==> config.mk <==
export PLATFORM = sky130hd
export DESIGN_NAME = serial_bank_switch
export DESIGN_NICKNAME = d
export VERILOG_FILES = /design/src/rtl/serial_bank_switch.sv
export SDC_FILE = /design/constraint.sdc
export NUM_CORES = 1
export LEC_CHECK = 0
export ABC_AREA = 1
export BUFFER_PORTS_ARGS = -buffer_cell sky130_fd_sc_hd__buf_2
export CORE_MARGIN = 10
export CORE_UTILIZATION = 40
export CTS_CLUSTER_DIAMETER = 50
export DETAILED_ROUTE_END_ITERATION = 8
export PLACE_DENSITY = 0.67
export SYNTH_ARGS = -nofsm -noshare
export SYNTH_HDL_FRONTEND = slang
export SYNTH_SLANG_ARGS = --single-unit
==> constraint.sdc <==
create_clock -name clk -period 2.8 [get_ports clk]
set_input_delay 0.28 -clock clk [delete_from_list [all_inputs] [get_ports clk]]
set_output_delay 0.28 -clock clk [all_outputs]
set_load 0.01 [all_outputs]
==> src/rtl/serial_bank_switch.sv <==
module serial_bank_switch #(
  parameter int BANK_W = 4,
  parameter logic [BANK_W-1:0] LAST_BANK = {BANK_W{1'b1}}
) (
  input  logic              clk,
  input  logic              rst_n,
  input  logic              wr_en,
  input  logic [15:0]       addr,
  input  logic [7:0]        wdata,
  output logic [BANK_W-1:0] prg_lo_bank,
  output logic [BANK_W-1:0] prg_hi_bank,
  output logic [1:0]        mirror_mode
);
  localparam logic [4:0] CTRL_RST = 5'b01100;

  logic [4:0] shf_q, shf_d, ctrl_q, ctrl_d, prg_q, prg_d;
  logic [2:0] cnt_q, cnt_d;
  logic [BANK_W-1:0] lo_d, hi_d;

  wire hit = wr_en & addr[15];
  wire [4:0] joined = {wdata[0], shf_q[4:1]};
  wire [BANK_W-1:0] sub_bank = BANK_W'(prg_d[2:0]);
  wire unused_bits = &{1'b0, addr[12:0], wdata[6:1]};

  always_comb begin
    shf_d  = shf_q;
    cnt_d  = cnt_q;
    ctrl_d = ctrl_q;
    prg_d  = prg_q;
    if (hit) begin
      if (wdata[7]) begin
        shf_d = '0;
        cnt_d = '0;
        ctrl_d[3:2] = 2'b11;
      end else if (cnt_q == 3'd4) begin
        shf_d = '0;
        cnt_d = '0;
        case (addr[14:13])
          2'd0:    ctrl_d = joined;
          2'd3:    prg_d  = joined;
          default: ;
        endcase
      end else begin
        shf_d = joined;
        cnt_d = cnt_q + 3'd1;
      end
    end
  end

  always_comb begin
    case (ctrl_d[3:2])
      2'd2: begin
        lo_d = '0;
        hi_d = sub_bank;
      end
      2'd3: begin
        lo_d = sub_bank;
        hi_d = LAST_BANK;
      end
      default: begin
        lo_d = {prg_d[BANK_W-1:1], 1'b0};
        hi_d = {prg_d[BANK_W-1:1], 1'b1};
      end
    endcase
  end

  always_ff @(posedge clk) begin
    if (!rst_n) begin
      shf_q       <= '0;
      cnt_q       <= '0;
      ctrl_q      <= CTRL_RST;
      prg_q       <= '0;
      prg_lo_bank <= '0;
      prg_hi_bank <= LAST_BANK;
    end else begin
      shf_q       <= shf_d;
      cnt_q       <= cnt_d;
      ctrl_q      <= ctrl_d;
      prg_q       <= prg_d;
      prg_lo_bank <= lo_d;
      prg_hi_bank <= hi_d;
    end
  end

  assign mirror_mode = ctrl_q[1:0];


  cnt_range_chk: assert property (@(posedge clk) disable iff (!rst_n)
    cnt_q <= 3'd4);


  idle_hold_chk: assert property (@(posedge clk) disable iff (!rst_n)
    !hit |=> ($stable(prg_lo_bank) && $stable(prg_hi_bank) && $stable(mirror_mode)));


  partial_hold_chk: assert property (@(posedge clk) disable iff (!rst_n)
    (hit && !wdata[7] && cnt_q != 3'd4)
      |=> ($stable(prg_lo_bank) && $stable(prg_hi_bank) && $stable(mirror_mode)));


  reset_write_chk: assert property (@(posedge clk) disable iff (!rst_n)
    (hit && wdata[7]) |=> (prg_hi_bank == LAST_BANK && $stable(mirror_mode) && cnt_q == 3'd0));


  pair_chk: assert property (@(posedge clk) disable iff (!rst_n)
    !ctrl_q[3] |-> (!prg_lo_bank[0] && prg_hi_bank == {prg_lo_bank[BANK_W-1:1], 1'b1}));


  fixed_first_chk: assert property (@(posedge clk) disable iff (!rst_n)
    (ctrl_q[3:2] == 2'b10) |-> (prg_lo_bank == '0));


  fixed_last_chk: assert property (@(posedge clk) disable iff (!rst_n)
    (ctrl_q[3:2] == 2'b11) |-> (prg_hi_bank == LAST_BANK));
endmodule

# Yosys cells after proc, flatten, opt, wreduce, memory -nomap -nowiden
# Index checks and enable logic that the tools add are counted.
# totals
reg_bits,24
latch_bits,0
mem_bits_rw,0
rom_bits,0
inputBits,27
output_inout_bits,10
elab_cells,31
memories,0
# classes
n_addsub,1
n_mul,0
n_div,0
n_lt_le_gt_ge,0
n_eq_ne,4
n_shift,0
muxes,15
bitwise,2
reduce_logical,2
# op_table
cell,n
4-bit 2-to-1 mux,7
4-bit one-hot mux with 2 select lines,2
5-bit 2-to-1 mux,2
"2-bit equality test, second input constant",3
3-bit 2-to-1 mux,2
2-bit 2-to-1 mux,2
4-bit AND reduction,1
"3-bit by 1-bit adder with 3-bit output, second input constant",1
"3-bit equality test, second input constant",1
2-bit logical NOT,1
1-bit AND,1
1-bit NOT,1

# Longest topological paths before layout
# Gate-level depths: netlist of the first run.
# depth
depth_word,7
ltp_mapped,11
depth_no_buf,11

# Worst setup path after synthesis of the first run
# Ideal clock, no wire load.
# synth_timing
path_kind,register to register
from,register cnt_q[0]
to,register prg_hi_bank[1]
setup_time_ns,0.113
t_arrival_ns,1.141
t_required_ns,2.687
setup_slack_ns,1.546
stages_incl_launch_ff,11
path_buffers,0
period_less_slack_ns,1.254
path_cell_list,dfxtp_1 > inv_1 > ha_1 > nand2_4 > inv_6 > nand3_1 > nand3_2 > nand2_4 > nand2_2 > nand2_2 > nand2_1
# synth_between
elab_chain_cells,6
word_cells_on_any_way,10
classes_between,eq/ne (3); mux (7)
# synth_rtl
item,line,text
"start, declared",17,"logic [2:0] cnt_q, cnt_d;"
"start signal, assigned",77,cnt_q <= cnt_d;
3-bit equality test *,35,end else if (cnt_q == 3'd4) begin
4-bit 2-to-1 mux,35,
2-bit 2-to-1 mux,31,if (wdata[7]) begin
4-bit 2-to-1 mux,30,if (hit) begin
2-bit equality test,51,case (ctrl_d[3:2])
4-bit one-hot mux with 2 select lines *,51,
"end signal, assigned",81,prg_hi_bank <= hi_d;
"end, declared",11,"output logic [BANK_W-1:0] prg_hi_bank,"
# Every way passes the cells marked *; elsewhere a longest branch is shown, timed or not.
# A chain may end at the register's enable or synchronous reset.

# Final worst setup path of the first run
# layout_timing
from,register cnt_q[0]
to,register prg_hi_bank[2]
# Same word-level chain as after synthesis.

==> results by group, run 1 <==
Run status
  • Status: finished clean

STA
  • Unrepaired setup endpoints after global routing: false
  • Setup violators final: 0
  • Worst-margin pin slew: around 0.26 ns
  • Final worst slack: 1.42 ns
  • Setup Skew: 0.00489 ns
  • Fin. Hold Viols: 0
  • Pins over their slew limit: 0
  • TNS Setup: 0 ns
  • Fin crit period: 1.38 ns
  • Post-route clock period utilization: 0.492
  • Relative slew slack: 0.824
  • F_max: 727 MHz

Global route
  • Largest net degree at the start of global routing: 14
  • Global-route wire length before repair: between 3000 and 4000 um
  • Grt ovf: 0
  • Antenna violations before repair: 0
  • Vias in the first global route: between 700 and 800
  • Global-route usage over all layers: 0.0744

Power and ir drop
  • Worst VDD drop: 0.000251 V
  • P per Cell Area: 452 nW/um^2
  • Lkg Pwr: 0.549 nW
  • Tot Pwr: 0.508 mW

Route
  • Vias: 763
  • Drt initial violations: 20
  • DR vias/cell: 4.54
  • WL final: about 1800 um
  • ANT nets after route: 0
  • WL/cell: 10.8 um
  • TritonRoute pass-1 iters: 6
  • DRC: 0

Floorplan
  • Core area: between 2000 and 2500 sq um
  • Row count: 18
  • Starting density of the core: 0.409
  • Die area: roughly 5000 sq um
  • IO Count: 37
  • Die Y-Extent: 69.9 um
  • Die W: roughly 70 um

Setup path
  • CP endpoint kind: register
  • CP max FO: 4
  • Reg2Reg Setup Slack: about 1.4 ns
  • Critical Path RT: 3.02 ns
  • R2R depth: 10
  • CP cell instances: inv_1 > ha_1 > nand2_4 > inv_6 > nand3_1 > nand3_2 > nand2_4 > nand2_2 > nand2_2 > nand2_1
  • CP Data Arrival Time: 1.60 ns
  • Setup Crit Path Kind: register to register
  • Crit-path max cell delay: approximately 0.37 ns
  • CP Launch Type: register
  • Critical path origin: cnt_q[0]
  • End of the worst register-to-register path: prg_hi_bank[2]
  • RR Startpoint: cnt_q[0]
  • CP max stage cell: dfxtp_1
  • Setup crit end: prg_hi_bank[2]

Flow run
  • Max cap viols: 0

Place
  • Post-DP HPWL: 1410 um
  • Pre-CTS setup slack: 1.42 ns
  • Placed cell count: 164
  • Gpl congestion: 0.781
  • IO buf count: 17

Final layout
  • Number of fill cells in the layout: 244
  • Area grow syn2layout: 12.8%
  • Final Util: 0.462
  • N_diodes: 0
  • Fin cells: 168
  • Nets: 168
  • Layout cells sized above 1: 0.283

Hold path
  • Worst min-delay path class: input pin to register

Clock network
  • Htree depth: 1
  • Hold Buf Count CTS: 0
  • Clock Path Buffers: 2
  • CTS-repair resized insts: 0
  • Total clock sinks: 23
  • Setup repair bufs after CTS: 0
  • CTS tree: done
  • Clock transition at path regs: around 0.13 ns
  • Clk Latency, worst-skew pair: 0.31 ns
  • TritonCTS Buffers: 3
  • Root buffer cell: clkbuf_4

Synth
  • Share of the synthesized area in the top cell type: 0.462
  • Ranking of synthesized cells by area: dfxtp_1 46%, nand2_1 11%, nand2_4 5.7%
  • Distinct cells, synth: 20
  • Number of synthesized register bits: 23
  • Post-Syn Area per Cell: 8.30 sq um
  • Leading area contributor after synthesis: dfxtp_1
  • Ys Warns: 0
  • Seq/Total Area, Yosys: 0.462
  • Gate count after technology mapping: 120
  • Mapped cell area: 996 sq um
  • Syn nets: 149
==> final cells by class <==
type	instances	area (sq um)	share of cell area
timing repair buffer	17	85.1	0.0757
sequential	23	460	0.410
multi-input combinational	79	452	0.402
clock inverter	1	5.00	0.00445
clock buffer	3	22.5	0.0200
inverter	15	61.3	0.0546
tap	30	37.5	0.0334
==> synth_stat cells (all sizes together) <==
cell,count
a21oi,8
nand3,9
a22oi,1
inv,14
xor2,1
buf,3
o21ai,3
dfxtp,23
nor2,15
ha,2
clkinv,1
nand2,38
nand3b,2
==> registers in the layout (all words and copies together), names as in the netlist <==
signal       count
ctrl_q           4
prg_hi_bank      4
prg_lo_bank      4
prg_q            4
shf_q            4
cnt_q            3
==> how the worst min path moves through the flow <==
stage	startpoint	end	slack, ns	depth (start not counted)
floorplan	wdata[0]	shf_q[4]	0.42	2
global placement	prg_q[3]	prg_q[3]	0.46	2
detailed placement	prg_q[3]	prg_q[3]	0.47	2
CTS	wdata[0]	shf_q[4]	0.20	3
global route	wdata[0]	shf_q[4]	0.23	3
finish	wdata[0]	shf_q[4]	0.21	3
==> layout by cell type, fill, tap and decap left out, drive strengths merged <==
cell type  Yosys  layout
nand2         38      38
dfxtp         23      23
buf            3      17
nor2          15      15
inv           14      14
nand3          9       9
a21oi          8       8
o21ai          3       3
clkbuf         0       3
nand3b         2       2
ha             2       2
clkinv         1       2
xor2           1       1
a22oi          1       1
==> metal layers <==
metal  part of all wire  up-vias  wire [um]  global-route usage
met5                  0        -          0                   0
met4              0.019        0         35              0.0461
met3              0.036        4         65              0.0113
met2               0.50       13        905               0.138
met1               0.45      339        812              0.0754
li1                   -      407          -                   -
==> metrics by stage <==
stage               hold slack, ns  cell area [sq um]
floorplan                    0.423                996
detailed placement           0.474               1100
global placement             0.459               1100
finish                       0.206               1120
CTS                          0.202               1120
global route                 0.227               1120
==> logic make-up after synthesis <==
| logic type | count (synthesis) | share of synthesized area |
|---|---|---|
| buf+inv | 18 | 0.0842 |
| simple gates | 64 | 0.357 |
| fa+ha+maj | 2 | 0.0251 |
| xor+xnor | 1 | 0.00880 |
| flops | 23 | 0.462 |
| compound gates | 12 | 0.0628 |
==> worst max-delay path: cells and delay by family (launching register included) <==
family                     cells  cell delay, ns
DFF                            1            0.37
buffers and inverters          2            0.11
adders and majority gates      1            0.22
and+or+nand+nor                7            0.57
==> power by group <==
group / switching, mW / internal, mW / leakage, nW
combinational: 0.0182 / 0.00865 / 0.346
clock: 0.0980 / 0.0533 / 0.0177
sequential: 0.00126 / 0.329 / 0.186
total: 0.117 / 0.391 / 0.549
Power figures use the tool's default switching activity.
==> inputs of run 2 (changes only) <==
clock period = 1.3 ns   (was 2.8 ns; I/O delays follow)
==> results by group, run 2 (synthesized netlist as in run 1, its figures left out) <==
Run status
  • Status: finished clean

Power and ir drop
  • Tot Pwr: around 1.1 mW
  • Lkg Pwr: ~0.60 nW
  • P per Cell Area: just over 900 nW/um^2
  • Worst VDD drop: 0.000655 V

Flow run
  • Max cap viols: 0

Setup path
  • Buf/Inv on CP: 3
  • CP max stage cell: dfxtp_2
  • Cell family with most CP delay: simple AND/OR/NAND/NOR gates
  • Cell mode on critical path: nand2_4
  • CP Data Arrival Time: between 1.5 and 2 ns
  • CP cell instances: inv_2 > ha_4 > nand2_4 > clkinv_4 > nand2_4 > nand2_2 > nand3_2 > nand2_4 > inv_2 > nand2_1 > nor2_1
  • CP max FO: 4
  • Crit-path max cell delay: 0.35 ns
  • Critical Path RT: 1.56 ns
  • CP Launch Type: register
  • Setup Crit Path Kind: register to register
  • CP endpoint kind: register

Final layout
  • Commonest cells after routing, fill and taps aside: 22 x nand2_1, 21 x dfxtp_1, 17 x buf_2
  • Final Util: 0.510
  • Commonest non-fill, non-tap cell in the layout: nand2_1
  • Fin cells: 172
  • Number of fill cells in the layout: 229
  • Layout cells sized above 1: 0.451
  • N_diodes: 0
  • Nets: 172
  • Area grow syn2layout: 24.6%

Route
  • ANT nets after route: 0
  • Vias: 793
  • DR vias/cell: 4.61
  • WL final: 2010 um
  • Drt initial violations: 27
  • DRC: 0
  • WL/cell: 11.7 um
  • TritonRoute pass-1 iters: 4

Floorplan
  • Die Y-Extent: ~70 um
  • Starting density of the core: 0.409
  • Die area: 4890 sq um
  • IO Count: 37
  • Core area: 2430 sq um
  • Row count: 18
  • Die W: 69.9 um

STA
  • Unrepaired setup endpoints after global routing: true
  • Post-route clock period utilization: 0.986
  • F_max: 780 MHz
  • TNS Setup: 0 ns
  • Worst-margin pin slew: between 0.2 and 0.25 ns
  • Relative slew slack: 0.841
  • WHS: between 0.04 and 0.05 ns
  • Setup violators final: 0
  • Fin crit period: ~1.3 ns
  • Pins over their slew limit: 0
  • Setup Skew: between 0.0015 and 0.002 ns
  • Fin. Hold Viols: 0

Clock network
  • Total clock sinks: 23
  • CTS tree: done
  • TritonCTS Buffers: 3
  • Hold Buf Count CTS: 0
  • Root buffer cell: clkbuf_4
  • Clock Path Buffers: 2
  • Htree depth: 1
  • Clock transition at path regs: 0.13 ns
  • Clk Latency, worst-skew pair: around 0.31 ns

Global route
  • Vias in the first global route: 743
  • Largest net degree at the start of global routing: 14
  • Antenna violations before repair: 0
  • Grt ovf: 0
  • Global-route usage over all layers: 0.0773
  • Global-route wire length before repair: 3180 um

Place
  • Post-DP HPWL: 1420 um
  • IO buf count: 17
  • Gpl congestion: 0.778
  • Placed cell count: 167

Hold path
  • Worst min-delay path class: input pin to register
==> run 2: worst register-to-register path, stage by stage (launching register included) <==
cell	delay, ns
dfxtp_2	0.35
inv_2	0.05
ha_4	0.15
nand2_4	0.09
clkinv_4	0.07
nand2_4	0.08
nand2_2	0.05
nand3_2	0.09
nand2_4	0.07
inv_2	0.09
nand2_1	0.05
nor2_1	0.08
==> run 2: power breakdown <==
| part | internal [mW] | switching, mW |
|---|---|---|
| registers | 0.708 | 0.00261 |
| clock network | 0.115 | 0.224 |
| logic | 0.0259 | 0.0475 |
| total | 0.849 | 0.274 |
==> run 2: routing by layer <==
metal  global-route usage  share of wire
met3               0.0113          0.028
met1               0.0826           0.45
met2                0.136           0.51
met4               0.0526          0.014
met5                    0              0
==> run 2: cell type report <==
class | count | area (sq um) | share of cell area
Clock buffer | 3 | 22.5 | 0.0181
Clock inverter | 1 | 5.00 | 0.00403
Inverter | 15 | 61.3 | 0.0494
Multi-Input combinational cell | 79 | 537 | 0.432
Sequential cell | 23 | 463 | 0.373
Tap cell | 30 | 37.5 | 0.0302
Timing Repair Buffer | 21 | 115 | 0.0927
==> run 2: path summary, 6_finish.rpt <==
path             from             end  slack, ns  cells past startpoint
min          wdata[0]        shf_q[4]       0.04                      3
min reg2reg  prg_q[3]        prg_q[3]       0.50                      2
max          cnt_q[0]  prg_lo_bank[0]       0.02                     11
max reg2reg  cnt_q[0]  prg_lo_bank[0]       0.02                     11
==> run 2: per-stage QoR <==
step	area, sq um	setup WS [ns]
floorplan	996	0.0458
global placement	1120	0.00188
detailed placement	1120	-0.0206
CTS	1160	-0.00270
global route	1240	-0.0697
finish	1240	0.0188
==> run 2: timing repair <==
action	CTS	global route
setup endpoints to repair	6	18
buffers inserted	1	0
gates resized for setup	3	24
pin swaps	4	8
